**src/rtl/cmr_pkg.sv**
```systemverilog
package cmr_pkg;
  localparam int WORD_W = 32;
  localparam int CH_FIELD_W = 4;
  localparam logic [WORD_W-1:0] INVALID_WORD = 32'hFFFF_FFFF;
  typedef logic [WORD_W-1:0] word_t;
endpackage

```
**src/rtl/cmr_defer_q.sv**
```systemverilog
module cmr_defer_q
  import cmr_pkg::*;
#(
  parameter int DEPTH = 4
) (
  input  logic  clk,
  input  logic  rst_n,
  input  logic  push,
  input  word_t push_data,
  input  logic  pop,
  output word_t head,
  output logic  full,
  output logic  empty
);
  localparam int AW = (DEPTH > 1) ? $clog2(DEPTH) : 1;
  localparam int CW = $clog2(DEPTH + 1);
  localparam logic [AW-1:0] LAST = AW'(DEPTH - 1);

  word_t          slot [DEPTH];
  logic [AW-1:0]  wp, rp;
  logic [CW-1:0]  cnt;

  function automatic logic [AW-1:0] step(input logic [AW-1:0] p);
    return (p == LAST) ? '0 : p + 1'b1;
  endfunction

  always_ff @(posedge clk) begin
    if (!rst_n) begin
      for (int i = 0; i < DEPTH; i++) slot[i] <= INVALID_WORD;
      wp  <= '0;
      rp  <= '0;
      cnt <= '0;
    end else begin
      if (push) begin
        slot[wp] <= push_data;
        wp       <= step(wp);
      end
      if (pop) begin
        slot[rp] <= INVALID_WORD;
        rp       <= step(rp);
      end
      cnt <= cnt + CW'(push) - CW'(pop);
    end
  end

  assign head  = slot[rp];
  assign full  = (cnt == CW'(DEPTH));
  assign empty = (cnt == '0);

  p_no_overflow_r3: assert property (@(posedge clk) disable iff (!rst_n)
    push |-> !full);
  p_no_underflow_r5: assert property (@(posedge clk) disable iff (!rst_n)
    pop |-> !empty);
  p_head_valid_r5: assert property (@(posedge clk) disable iff (!rst_n)
    !empty |-> head != INVALID_WORD);
endmodule

```
**src/rtl/cmr_tx_route.sv**
```systemverilog
module cmr_tx_route
  import cmr_pkg::*;
#(
  parameter int NUM_CH = 9
) (
  input  logic                     clk,
  input  logic                     rst_n,
  input  logic                     tx_valid,
  input  logic [7:0]               tx_addr,
  input  word_t                    tx_data,
  input  logic [NUM_CH-1:0]        ch_busy,
  input  logic                     q_full,
  input  logic                     q_empty,
  input  word_t                    q_head,
  output logic                     q_push,
  output logic                     q_pop,
  output logic [NUM_CH-1:0]        wr_valid,
  output logic [NUM_CH*WORD_W-1:0] wr_data,
  output logic                     err_full_q,
  output logic                     err_chan_q
);
  logic                  is_tx, ch_ok, new_busy, hd_busy, direct, fwd;
  logic [CH_FIELD_W-1:0] tx_ch, hd_ch;

  assign tx_ch = tx_data[CH_FIELD_W-1:0];
  assign hd_ch = q_head[CH_FIELD_W-1:0];
  assign is_tx = tx_valid && (tx_addr[7:4] == 4'hA) && (tx_addr[1:0] == 2'b00);
  assign ch_ok = (int'(tx_ch) < NUM_CH);

  always_comb begin
    new_busy = 1'b1;
    hd_busy  = 1'b1;
    for (int i = 0; i < NUM_CH; i++) begin
      if (tx_ch == CH_FIELD_W'(i)) new_busy = ch_busy[i];
      if (hd_ch == CH_FIELD_W'(i)) hd_busy  = ch_busy[i];
    end
  end

  assign fwd    = !q_empty && !hd_busy;
  assign direct = is_tx && !q_full && ch_ok && !new_busy && !(fwd && (hd_ch == tx_ch));
  assign q_push = is_tx && !q_full && ch_ok && !direct;
  assign q_pop  = fwd;

  for (genvar g = 0; g < NUM_CH; g++) begin : g_lane
    localparam logic [CH_FIELD_W-1:0] CH_ID = CH_FIELD_W'(g);
    logic take_new, take_old;
    assign take_new    = direct && (tx_ch == CH_ID);
    assign take_old    = fwd && (hd_ch == CH_ID);
    assign wr_valid[g] = take_new || take_old;
    assign wr_data[g*WORD_W +: WORD_W] = take_new ? tx_data : q_head;
  end

  always_ff @(posedge clk) begin
    if (!rst_n) begin
      err_full_q <= 1'b0;
      err_chan_q <= 1'b0;
    end else begin
      err_full_q <= is_tx && q_full;
      err_chan_q <= is_tx && !q_full && !ch_ok;
    end
  end

  p_busy_guard_r5: assert property (@(posedge clk) disable iff (!rst_n)
    (wr_valid & ch_busy) == '0);
  p_badch_drop_r2: assert property (@(posedge clk) disable iff (!rst_n)
    (is_tx && !ch_ok) |-> !q_push);
  p_one_write_r4: assert property (@(posedge clk) disable iff (!rst_n)
    $countones(wr_valid) <= 2);
  p_full_flag_r3: assert property (@(posedge clk) disable iff (!rst_n)
    err_full_q |-> !err_chan_q);
endmodule

```
**src/rtl/cmr_rsp_gather.sv**
```systemverilog
module cmr_rsp_gather
  import cmr_pkg::*;
#(
  parameter int NUM_CH = 9
) (
  input  logic                     clk,
  input  logic                     rst_n,
  input  logic [NUM_CH-1:0]        ch_avail,
  input  logic [NUM_CH*WORD_W-1:0] ch_rd_data,
  output logic [NUM_CH-1:0]        ch_rd_strobe,
  output logic                     rx_valid,
  input  logic                     rx_ready,
  output word_t                    rx_data,
  output logic                     err_resp_q
);
  logic              any, bad, take;
  logic [NUM_CH-1:0] sel_oh;
  word_t             pick;

  always_comb begin
    any    = 1'b0;
    sel_oh = '0;
    pick   = '0;
    for (int i = NUM_CH - 1; i >= 0; i--) begin
      if (ch_avail[i]) begin
        any       = 1'b1;
        sel_oh    = '0;
        sel_oh[i] = 1'b1;
        pick      = ch_rd_data[i*WORD_W +: WORD_W];
      end
    end
  end

  assign bad          = any && (pick == INVALID_WORD);
  assign take         = any && (rx_ready || bad);
  assign ch_rd_strobe = take ? sel_oh : '0;
  assign rx_valid     = any && !bad;
  assign rx_data      = pick;

  always_ff @(posedge clk) begin
    if (!rst_n) err_resp_q <= 1'b0;
    else        err_resp_q <= take && bad;
  end

  p_onehot_strobe_r6: assert property (@(posedge clk) disable iff (!rst_n)
    $onehot0(ch_rd_strobe));
  p_lowest_first_r6: assert property (@(posedge clk) disable iff (!rst_n)
    (ch_rd_strobe != '0) |-> (((ch_rd_strobe - 1'b1) & ch_avail) == '0));
  p_hold_blocked_r7: assert property (@(posedge clk) disable iff (!rst_n)
    (rx_valid && !rx_ready) |-> (ch_rd_strobe == '0));
  p_no_marker_out_r8: assert property (@(posedge clk) disable iff (!rst_n)
    rx_valid |-> (rx_data != INVALID_WORD));
endmodule

```
**src/rtl/chan_mail_router.sv**
```systemverilog
module chan_mail_router
  import cmr_pkg::*;
#(
  parameter int NUM_CH   = 9,
  parameter int DQ_DEPTH = 4
) (
  input  logic                     clk,
  input  logic                     rst_n,
  input  logic                     tx_valid,
  output logic                     tx_ready,
  input  logic [7:0]               tx_addr,
  input  logic [WORD_W-1:0]        tx_data,
  output logic [NUM_CH-1:0]        ch_wr_valid,
  output logic [NUM_CH*WORD_W-1:0] ch_wr_data,
  input  logic [NUM_CH-1:0]        ch_busy,
  input  logic [NUM_CH-1:0]        ch_avail,
  output logic [NUM_CH-1:0]        ch_rd_strobe,
  input  logic [NUM_CH*WORD_W-1:0] ch_rd_data,
  output logic                     rx_valid,
  input  logic                     rx_ready,
  output logic [WORD_W-1:0]        rx_data,
  output logic                     err_full,
  output logic                     err_chan,
  output logic                     err_resp
);
  logic  q_push, q_pop, q_full, q_empty;
  word_t q_head;

  assign tx_ready = 1'b1;

  cmr_tx_route #(.NUM_CH(NUM_CH)) u_route (
    .clk        (clk),
    .rst_n      (rst_n),
    .tx_valid   (tx_valid),
    .tx_addr    (tx_addr),
    .tx_data    (tx_data),
    .ch_busy    (ch_busy),
    .q_full     (q_full),
    .q_empty    (q_empty),
    .q_head     (q_head),
    .q_push     (q_push),
    .q_pop      (q_pop),
    .wr_valid   (ch_wr_valid),
    .wr_data    (ch_wr_data),
    .err_full_q (err_full),
    .err_chan_q (err_chan)
  );

  cmr_defer_q #(.DEPTH(DQ_DEPTH)) u_defer (
    .clk       (clk),
    .rst_n     (rst_n),
    .push      (q_push),
    .push_data (tx_data),
    .pop       (q_pop),
    .head      (q_head),
    .full      (q_full),
    .empty     (q_empty)
  );

  cmr_rsp_gather #(.NUM_CH(NUM_CH)) u_gather (
    .clk          (clk),
    .rst_n        (rst_n),
    .ch_avail     (ch_avail),
    .ch_rd_data   (ch_rd_data),
    .ch_rd_strobe (ch_rd_strobe),
    .rx_valid     (rx_valid),
    .rx_ready     (rx_ready),
    .rx_data      (rx_data),
    .err_resp_q   (err_resp)
  );

  p_err_exclusive_r2: assert property (@(posedge clk) disable iff (!rst_n)
    !(err_full && err_chan));
endmodule

```
**config.mk**
```make
export PLATFORM = sky130hd
export DESIGN_NAME = chan_mail_router
export DESIGN_NICKNAME = d
export VERILOG_FILES = /design/src/rtl/cmr_pkg.sv /design/src/rtl/cmr_defer_q.sv /design/src/rtl/cmr_tx_route.sv /design/src/rtl/cmr_rsp_gather.sv /design/src/rtl/chan_mail_router.sv
export SDC_FILE = /design/constraint.sdc
export NUM_CORES = 1
export LEC_CHECK = 0
export BUFFER_PORTS_ARGS = -buffer_cell sky130_fd_sc_hd__buf_2
export CAP_MARGIN = 5
export CORE_AREA = 2 2 269 271
export CTS_CLUSTER_SIZE = 25
export DETAILED_ROUTE_END_ITERATION = 8
export DIE_AREA = 0 0 271 273
export GPL_ROUTABILITY_DRIVEN = 0
export GPL_TIMING_DRIVEN = 1
export SKIP_LAST_GASP = 1
export SLEW_MARGIN = 5
export SYNTH_ARGS = -nofsm -noshare
export SYNTH_HDL_FRONTEND = slang
export SYNTH_SLANG_ARGS = --single-unit
```
**constraint.sdc**
```tcl
create_clock -name clk -period 5.5 [get_ports clk]
set_input_delay 0.825 -clock clk [delete_from_list [all_inputs] [get_ports clk]]
set_output_delay 0.825 -clock clk [all_outputs]
set_load 0.005 [all_outputs]
```
# After elaboration in Yosys (flattened, before gate mapping)

Memories as Yosys holds them, arrays and structs flattened. A register that Yosys moved wholly into a read port is not among the register bits.
Index checks and enable logic that the tools add are counted.
Widths: inputs -> output; s select.

Bits in registers: 10
Bits in latches: 0
Memory bits (writable): 128
Bits in read-only memories: 0
Input bits: 350
Output and inout port bits: 343
Word-level logic and storage cells: 163
Memories: 1

Add/sub/neg operators: 4
$mul: 0
Div/mod/pow operators: 0
Order comparisons: 1
Equal/unequal tests: 22
Shifts and indexed selects: 0
Multiplexer cells: 72
Bitwise gates (word level): 0
Reductions and logical operators: 57

Memories:

| name         | words | width | read ports | clocked after Yosys merged registers in | write ports | line              | text |
|---|---|---|---|---|---|---|---|
| u_defer.slot | 4     | 32    | 1          | 1                                       | 4           | cmr_defer_q.sv:19 | `word_t slot [DEPTH];` |

Operator list:

| kind                 | count |
|---|---|
| $mux 32              | 20 |
| $mux 9               | 10 |
| $reduce_or 32->1     | 2 |
| $mux 1               | 36 |
| $logic_and 1x1->1    | 33 |
| $eq 32x32->1 const B | 1 |
| $eq 4x3->1 const B   | 8 |
| $eq 4x2->1 const B   | 4 |
| $eq 4x4->1 const B   | 3 |
| $mux 2               | 6 |
| $logic_or 1x1->1     | 10 |
| $eq 4x1->1 const B   | 2 |
| $logic_not 1->1      | 8 |
| $logic_not 4->1      | 2 |
| $add 2x1->2 const B  | 2 |
| $eq 2x2->1 const B   | 2 |
| $eq 4x4->1           | 1 |
| $lt 4x4->1 const B   | 1 |
| $add 3x1->3          | 1 |
| $eq 3x3->1 const B   | 1 |
| $logic_not 3->1      | 1 |
| $sub 3x1->3          | 1 |
| $logic_not 2->1      | 1 |

# Longest topological paths before layout

Gate-level depths: netlist of run 1.

Depth after elaboration: 22
Mapped depth: 17

# Modules after synthesis

A second synthesis of run 1 with hierarchy kept.

Cell total of the unflattened synthesis: 1,426
Area, all modules: 13,474.2 um2

By module, submodules not included:

| module           | times used | cells an instance | area each (um2) |
|---|---|---|---|
| cmr_defer_q      | 1          | 556               | 5,863.1 |
| cmr_tx_route     | 1          | 428               | 4,968.5 |
| cmr_rsp_gather   | 1          | 440               | 2,631.3 |
| chan_mail_router | 1          | 2                 | 11.3 |

# Worst setup path before layout of run 1

OpenSTA, ideal clock, no wires.

Path type: in2out
From: input port tx_addr[1]
To: output port ch_wr_data[233]
Arrival time: 3,296 ps
Path slack: 1,379 ps
Stages: 10
Path buffers: 3
Cells stage by stage: or4b_2 -> nor3_1 -> nand3_1 -> a211o_1 -> buf_2 -> nor3_1 -> buf_2 -> buf_2 -> nand2_1 -> o21ai_0

Longest elaborated chain between the ends: 8

Ends and longest elaborated chain:

| what                           | line                   | text |
|---|---|---|
| from (decl)                    | chan_mail_router.sv:11 | `input logic [7:0] tx_addr,` |
| $logic_not 2->1                | cmr_tx_route.sv:27     | `assign is_tx = tx_valid && (tx_addr[7:4] == 4'hA) && (tx_addr[1:0] == 2'b00);` |
| $logic_and 1x1->1              | cmr_tx_route.sv:27     |  |
| $logic_and 1x1->1 (4 in a row) | cmr_tx_route.sv:40     | `assign direct = is_tx && !q_full && ch_ok && !new_busy && !(fwd && (hd_ch == tx_ch));` |
| $logic_and 1x1->1              | cmr_tx_route.sv:47     | `assign take_new = direct && (tx_ch == CH_ID);` |
| $mux 32                        | cmr_tx_route.sv:50     | `assign wr_data[g*WORD_W +: WORD_W] = take_new ? tx_data : q_head;` |
| to (decl)                      | chan_mail_router.sv:14 | `output logic [NUM_CH*WORD_W-1:0] ch_wr_data,` |

Every way passes these cells.

# Worst setup path after layout of run 1

From: input port ch_avail[1]
To: output port ch_rd_strobe[8]

Longest elaborated chain between the ends: 7

Ends and longest elaborated chain:

| what                 | line                   | text |
|---|---|---|
| from (decl)          | chan_mail_router.sv:16 | `input logic [NUM_CH-1:0] ch_avail,` |
| $mux 32 (2 in a row) | cmr_rsp_gather.sv:25   | `if (ch_avail[i]) begin` |
| $eq 32x32->1         | cmr_rsp_gather.sv:34   | `assign bad = any && (pick == INVALID_WORD);` |
| $logic_and 1x1->1    | cmr_rsp_gather.sv:34   |  |
| $logic_or 1x1->1     | cmr_rsp_gather.sv:35   | `assign take = any && (rx_ready \|\| bad);` |
| $logic_and 1x1->1    | cmr_rsp_gather.sv:35   |  |
| $mux 9 (*)           | cmr_rsp_gather.sv:36   | `assign ch_rd_strobe = take ? sel_oh : '0;` |
| to (decl)            | chan_mail_router.sv:17 | `output logic [NUM_CH-1:0] ch_rd_strobe,` |

Mark *: on every way between the ends. The rest lies on a longest branch, timed or not.

==> results of run 1 <==
## where the power goes
group | leakage (nW) | switching (W) | internal [W]
Combinational | 4.93 | 0.000327 | 0.000196
Sequential | 1.13 | 0.000000268 | 0.00101
Clock | 0.277 | 0.000457 | 0.000684
Total | 6.34 | 0.000784 | 0.00189
## worst paths after layout
check,startpoint,slack [ns],cells after the start,end
max,ch_avail[1],0.54,11,ch_rd_strobe[8]
min,u_defer.slot[0][6],0.47,2,u_defer.slot[0][6]
max reg2reg,register,1.57,16,u_defer.cnt[2]
min reg2reg,u_defer.slot[0][6],0.47,2,u_defer.slot[0][6]
## cell families (layout without fill, tap and decap cells)
| group | count (synthesis) | in the layout | synth area share [%] |
|---|---|---|---|
| and+or+nand+nor | 679 | 679 | 25.3 |
| other | 1 | 18 | 0.0314 |
| DFF | 140 | 140 | 23.5 |
| buffers and inverters | 207 | 805 | 6.96 |
| adders and majority gates | 8 | 8 | 0.901 |
| xor gates and xnor gates | 6 | 6 | 0.440 |
| muxes | 178 | 178 | 15.7 |
| AOI/OAI and AO/OA | 547 | 547 | 27.2 |
## flip-flops by register name, indices dropped and copies added (netlist names), named ones only
| name | count |
|---|---|
| u_defer.wp | 2 |
| u_defer.cnt | 3 |
| u_gather.err_resp_q | 1 |
| u_defer.rp | 2 |
| u_route.err_chan_q | 1 |
| u_defer.slot | 128 |
| u_route.err_full_q | 1 |
## final cells by class
type | count | area [sq um]
clock buffers | 23 | 499
diodes | 17 | 42.5
clock inverters | 9 | 83.8
flip-flops and latches | 140 | 2810
repair buffers | 748 | 4000
fillers | 8064 | 53900
well taps | 950 | 1190
inverters | 25 | 93.8
multi-input cells | 1419 | 8420
## synthesized netlist by cell type (7+ instances only)
cell      number
o221ai_1      17
mux2_2        33
dfxtp_1      140
a211oi_1      14
o22ai_1       31
and3_1        13
inv_1         22
a221o_1       13
o21ai_0      274
nor2b_1       22
o22a_1        19
clkbuf_1     140
nand2b_1      19
nand4_1        8
a21oi_1       49
nor3b_1       20
o31ai_1       13
buf_2         29
nor3_1        15
nand2_1      446
a221oi_1      16
nor2_1        89
buf_1          9
nand3_1        8
o21ai_1       58
mux2i_1      141
ha_1           7
## metrics by stage
step | instances | total power (W)
2_1_floorplan | 1766 | 0.00124
3_3_place_gp | 3282 | 0.00155
3_5_place_dp | 3282 | 0.00155
4_1_cts | 3314 | 0.00270
5_1_grt | 3331 | 0.00277
6_report | 3331 | 0.00268
## layer usage
| layer | wire [um] | vias to the layer above | global-route usage [%] | share of wire (%) |
|---|---|---|---|---|
| met5 | 99 | - | 0 | 0.13 |
| met4 | 4870 | 16 | 11.9 | 6.3 |
| met3 | 5030 | 188 | 3.83 | 6.5 |
| met2 | 39400 | 807 | 36.8 | 51 |
| met1 | 27600 | 7268 | 20.6 | 36 |
| li1 | - | 7422 | - | - |
## critical path, stage by stage
cell	delay, ns
buf_2	0.41
nor3b_1	0.10
o31ai_1	0.42
o221ai_1	0.48
nor4_1	0.49
nand4_1	0.16
nor4b_1	0.32
buf_4	0.17
nand4_1	0.12
a2111oi_0	0.45
buf_2	0.19
==> flow_metrics.env, run 1 <==
export IMPL_outcome="finished clean"
export IMPL_via_per_inst=4.71
export IMPL_num_rows=98
export IMPL_syn_area_sq_mm=0.0119
export IMPL_syn_inst=1766
export IMPL_drt_drc_violations_left=0
export IMPL_initial_core_util_pct=16.8
export IMPL_via_count=15701
export IMPL_ys_flop_type="dfxtp_1"
export IMPL_max_freq_ghz=0.201
export IMPL_synth_nets=2124
export IMPL_avgRoutedWirePerCell_um=23.1
export IMPL_cts_hold_buffers=0
export IMPL_syn_area_per_cell_sq_um=6.76
export IMPL_max_slew_margin_pct=26.9
export IMPL_timing_final_max_slew_violations=0
export IMPL_antenna_left=0
export IMPL_cp_max_fo=28
export IMPL_drtIter0Drc=1148
export IMPL_yosysSeqAreaShare_pct=23.5
export IMPL_powerDensity_mw_per_mm2=156
export IMPL_layout_setup_ws_ns=0.537
export IMPL_grt_pass1_vias=14418
export IMPL_synth_edf_count=0
export IMPL_post_cts_buffers=0
export IMPL_area_growth_pct=43.5
export IMPL_placedInstanceArea_sq_mm=0.0165
export IMPL_skew_ns=0.0108
export IMPL_port_buffer_count=689
export IMPL_synth_seq_cells=140
export IMPL_synth_top_cell_area_share_pct=23.5
export IMPL_setup_viol=0
export IMPL_layout_drive_gt1_share_pct=36.0
export IMPL_cts_resized=0
export IMPL_grt_antenna_before_repair=45
export IMPL_yosys_warnings=0
export IMPL_power_leakage_nw=6.34
export IMPL_setup_worst_path_end_class="output pin"
export IMPL_clkSinkCount=140
export IMPL_ios=693
export IMPL_startpoint_type="input port"
export IMPL_whs_ns=0.466
export IMPL_grt_max_degree=62
export IMPL_maxCapViolations=0
export IMPL_dieArea_sq_mm=0.0740
export IMPL_cts_tree="built"
export IMPL_pre_cts_slack_ns=0.683
export IMPL_tns_ns=0
export IMPL_path_class="input port to output pin"
export IMPL_ys_async_sr_fraction_pct=0
export IMPL_grt_overflow_total=0
export IMPL_synth_largest_area_cell="dfxtp_1"
export IMPL_min_path_type="register to register"
export IMPL_ir_worst_vdd_mv=0.212
export IMPL_cts_root_buffer="clkbuf_16"
export IMPL_hold_viol=0
export IMPL_fp_dieW_um=271
export IMPL_final_area_sq_mm=0.0171
export IMPL_clk_latency_ns=0.43
export IMPL_fin_crit_ns=4.96
export IMPL_layout_common_cells="buf_2, nand2_1, o21ai_0"
export IMPL_tightestPinTransition_ns=1.10
export IMPL_dr_pass1_iters=5
export IMPL_nets=2709
export IMPL_core_region_area_sq_mm=0.0710
export IMPL_cts_max_path_buffers=2
export IMPL_die_h_um=273
export IMPL_clk_pin_slew_ns=0.06
export IMPL_grt_usage_pct=19.8
export IMPL_worstPathRequired_ns=4.68
export IMPL_routed_wirelength_um=77000
export IMPL_htree_num_levels=4
export IMPL_finalCritPeriodShare_pct=90.2
export IMPL_synth_cell_types=71
export IMPL_grt_pass1_wl_um=106000
export IMPL_rsz0062_at_grt="false"
export IMPL_fin_util_pct=24.1
export IMPL_final_common_cell="buf_2"
export IMPL_cp_arrival_ns=4.14
export IMPL_cts_made_buffers=17
export IMPL_dpl_hpwl_um=61900
export IMPL_ys_top_cells_by_area="dfxtp_1, nand2_1, mux2i_1"
No activity file was read; power rests on OpenSTA's default activity.
==> inputs of run 2 (changes only) <==
- CTS_CLUSTER_SIZE: 25 -> default
- MAX_ROUTING_LAYER: default -> met4
- SLEW_MARGIN: 5 -> 15
==> flow_metrics.env, run 2 (synthesis gave the netlist of run 1 again) <==
export IMPL_worst_path_buf_inv=5
export IMPL_layout_drive_gt1_share_pct=36.0
export IMPL_grt_pass1_wl_um=106000
export IMPL_power_leakage_nw=6.35
export IMPL_hold_viol=0
export IMPL_htree_num_levels=4
export IMPL_cts_made_buffers=17
export IMPL_fillers=8065
export IMPL_setup_worst_path_end_class="output pin"
export IMPL_tns_ns=0
export IMPL_cts_resized=0
export IMPL_initial_core_util_pct=16.8
export IMPL_skew_ns=0.0140
export IMPL_cpMaxStageDelayCell="nor4_1"
export IMPL_fin_util_pct=24.2
export IMPL_grt_antenna_before_repair=45
export IMPL_maxCapViolations=0
export IMPL_fp_dieW_um=271
export IMPL_topRoutingLayerUsed="met4"
export IMPL_layout_common_cells="buf_2, nand2_1, o21ai_0"
export IMPL_r2r_slack_ns=1.53
export IMPL_powerDensity_mw_per_mm2=156
export IMPL_dr_pass1_iters=5
export IMPL_antenna_left=0
export IMPL_drt_met1_wl_um=27600
export IMPL_grt_pass1_vias=14442
export IMPL_startpoint_type="input port"
export IMPL_tightestPinTransition_ns=1.16
export IMPL_via_per_inst=4.72
export IMPL_p_total_w=0.00268
export IMPL_multiInputGateArea_sq_mm=0.00843
export IMPL_placedInstanceArea_sq_mm=0.0165
export IMPL_worstPathRequired_ns=4.68
export IMPL_via_count=15734
export IMPL_worst_path_largest_cell_delay_ns=0.49
export IMPL_grt_usage_pct=20.4
export IMPL_path_common_cell="buf_4"
export IMPL_avgRoutedWirePerCell_um=23.1
export IMPL_core_region_area_sq_mm=0.0710
export IMPL_largest_reg_flops=128
export IMPL_outcome="finished clean"
export IMPL_routed_wirelength_um=77100
export IMPL_die_h_um=273
export IMPL_rr_endpoint="u_defer.cnt[2]"
export IMPL_worstHoldEndpoint="u_defer.slot[0][6]"
export IMPL_path_cells="buf_2 -> nor4_2 -> nand2_1 -> buf_4 -> o221ai_1 -> nor4_1 -> nand4_1 -> nor4b_1 -> buf_4 -> nand4_1 -> buf_4 -> a21oi_1 -> buf_2"
export IMPL_nets=2709
export IMPL_cts_hold_buffers=0
export IMPL_timing_final_max_slew_violations=0
export IMPL_dr_wl_met3_um=5110
export IMPL_post_cts_buffers=0
export IMPL_drtIter0Drc=1204
export IMPL_cp_arrival_ns=4.17
export IMPL_cp_max_fo=28
export IMPL_final_common_cell="buf_2"
export IMPL_grt_max_degree=62
export IMPL_drt_drc_violations_left=0
export IMPL_cts_tree="built"
export IMPL_ios=693
export IMPL_reg_top3="u_defer.slot: 128 flops, u_defer.cnt: 3 flops"
export IMPL_cts_max_path_buffers=2
export IMPL_dieArea_sq_mm=0.0740
export IMPL_grt_overflow_total=0
export IMPL_path_class="input port to output pin"
export IMPL_crit_family="simple AND/OR/NAND/NOR gates"
export IMPL_clk_latency_ns=0.43
export IMPL_clk_pin_slew_ns=0.05
export IMPL_top_register="u_defer.slot"
export IMPL_r2r_cells=16
export IMPL_setup_viol=0
export IMPL_rsz0062_at_grt="false"
export IMPL_min_path_cells=2
export IMPL_ir_worst_vdd_mv=0.213
export IMPL_port_buffer_count=689
export IMPL_dpl_hpwl_um=61900
export IMPL_finalCritPeriodShare_pct=90.8
export IMPL_num_rows=98
export IMPL_final_area_sq_mm=0.0171
export IMPL_cts_root_buffer="clkbuf_16"
export IMPL_max_slew_margin_pct=22.8
export IMPL_max_freq_ghz=0.200
export IMPL_area_growth_pct=43.5
export IMPL_dr_wl_met2_um=39500
export IMPL_fin_crit_ns=5.00
export IMPL_min_from="u_defer.slot[0][6]"
export IMPL_min_path_type="register to register"
export IMPL_regArea_sq_mm=0.00281
export IMPL_clkSinkCount=140
==> run 2: cell types whose count changed in the layout (fill, tap and decap cells not counted) <==
cell / before / now
o21ai_1: 58 / 57
o21ai_2: 1 / 2
diode_2: 17 / 18
==> run 2: through the flow <==
| stage | hold WS [ns] | setup WS [ns] | std cells |
|---|---|---|---|
| after global placement | 0.450 | 0.666 | 3282 |
| after CTS | 0.471 | 0.491 | 3314 |
| after floorplan | 0.437 | 1.38 | 1766 |
| after global routing | 0.486 | 0.235 | 3331 |
| final | 0.468 | 0.504 | 3332 |
| after detailed placement | 0.454 | 0.683 | 3282 |
==> run 2: cell type report <==
class                      count  area share (%)
antenna                       18           0.263
clock buffer                  23            2.91
clock inverter                 9           0.489
inverter                      25           0.547
multi-input combinational   1419            49.1
sequential                   140            16.4
tap                          950            6.93
timing repair buffer         748            23.3
==> run 2: worst reg2reg max path: cells and delay by family (launching register included) <==
family / cells / cell delay, ns
compound gates: 2 / 0.54
xor+xnor: 2 / 0.33
fa+ha+maj: 3 / 0.80
buf+inv: 5 / 0.64
flops: 1 / 0.56
mux: 1 / 0.46
simple gates: 3 / 0.51
==> run 2: worst max path at each step <==
stage | startpoint | to | slack [ns] | depth (start not counted)
global route | ch_avail[5] | ch_rd_strobe[8] | 0.23 | 11
finish | ch_avail[1] | ch_rd_strobe[1] | 0.50 | 13
CTS | register | ch_wr_data[120] | 0.49 | 11
detailed placement | ch_avail[5] | ch_rd_strobe[8] | 0.68 | 11
global placement | tx_addr[1] | ch_wr_data[120] | 0.67 | 10
floorplan | tx_addr[1] | ch_wr_data[233] | 1.38 | 10
==> run 2: where the power goes <==
part / switching, W / internal [W]
sequential: 0.000000268 / 0.00101
clock: 0.000452 / 0.000684
combinational: 0.000328 / 0.000197
total: 0.000781 / 0.00189
==> run 2: routing by layer <==
metal | track usage (%) | vias up
met3 | 3.74 | 204
li1 | - | 7431
met2 | 36.8 | 860
met5 | - | -
met1 | 20.6 | 7239
met4 | 12.0 | 0
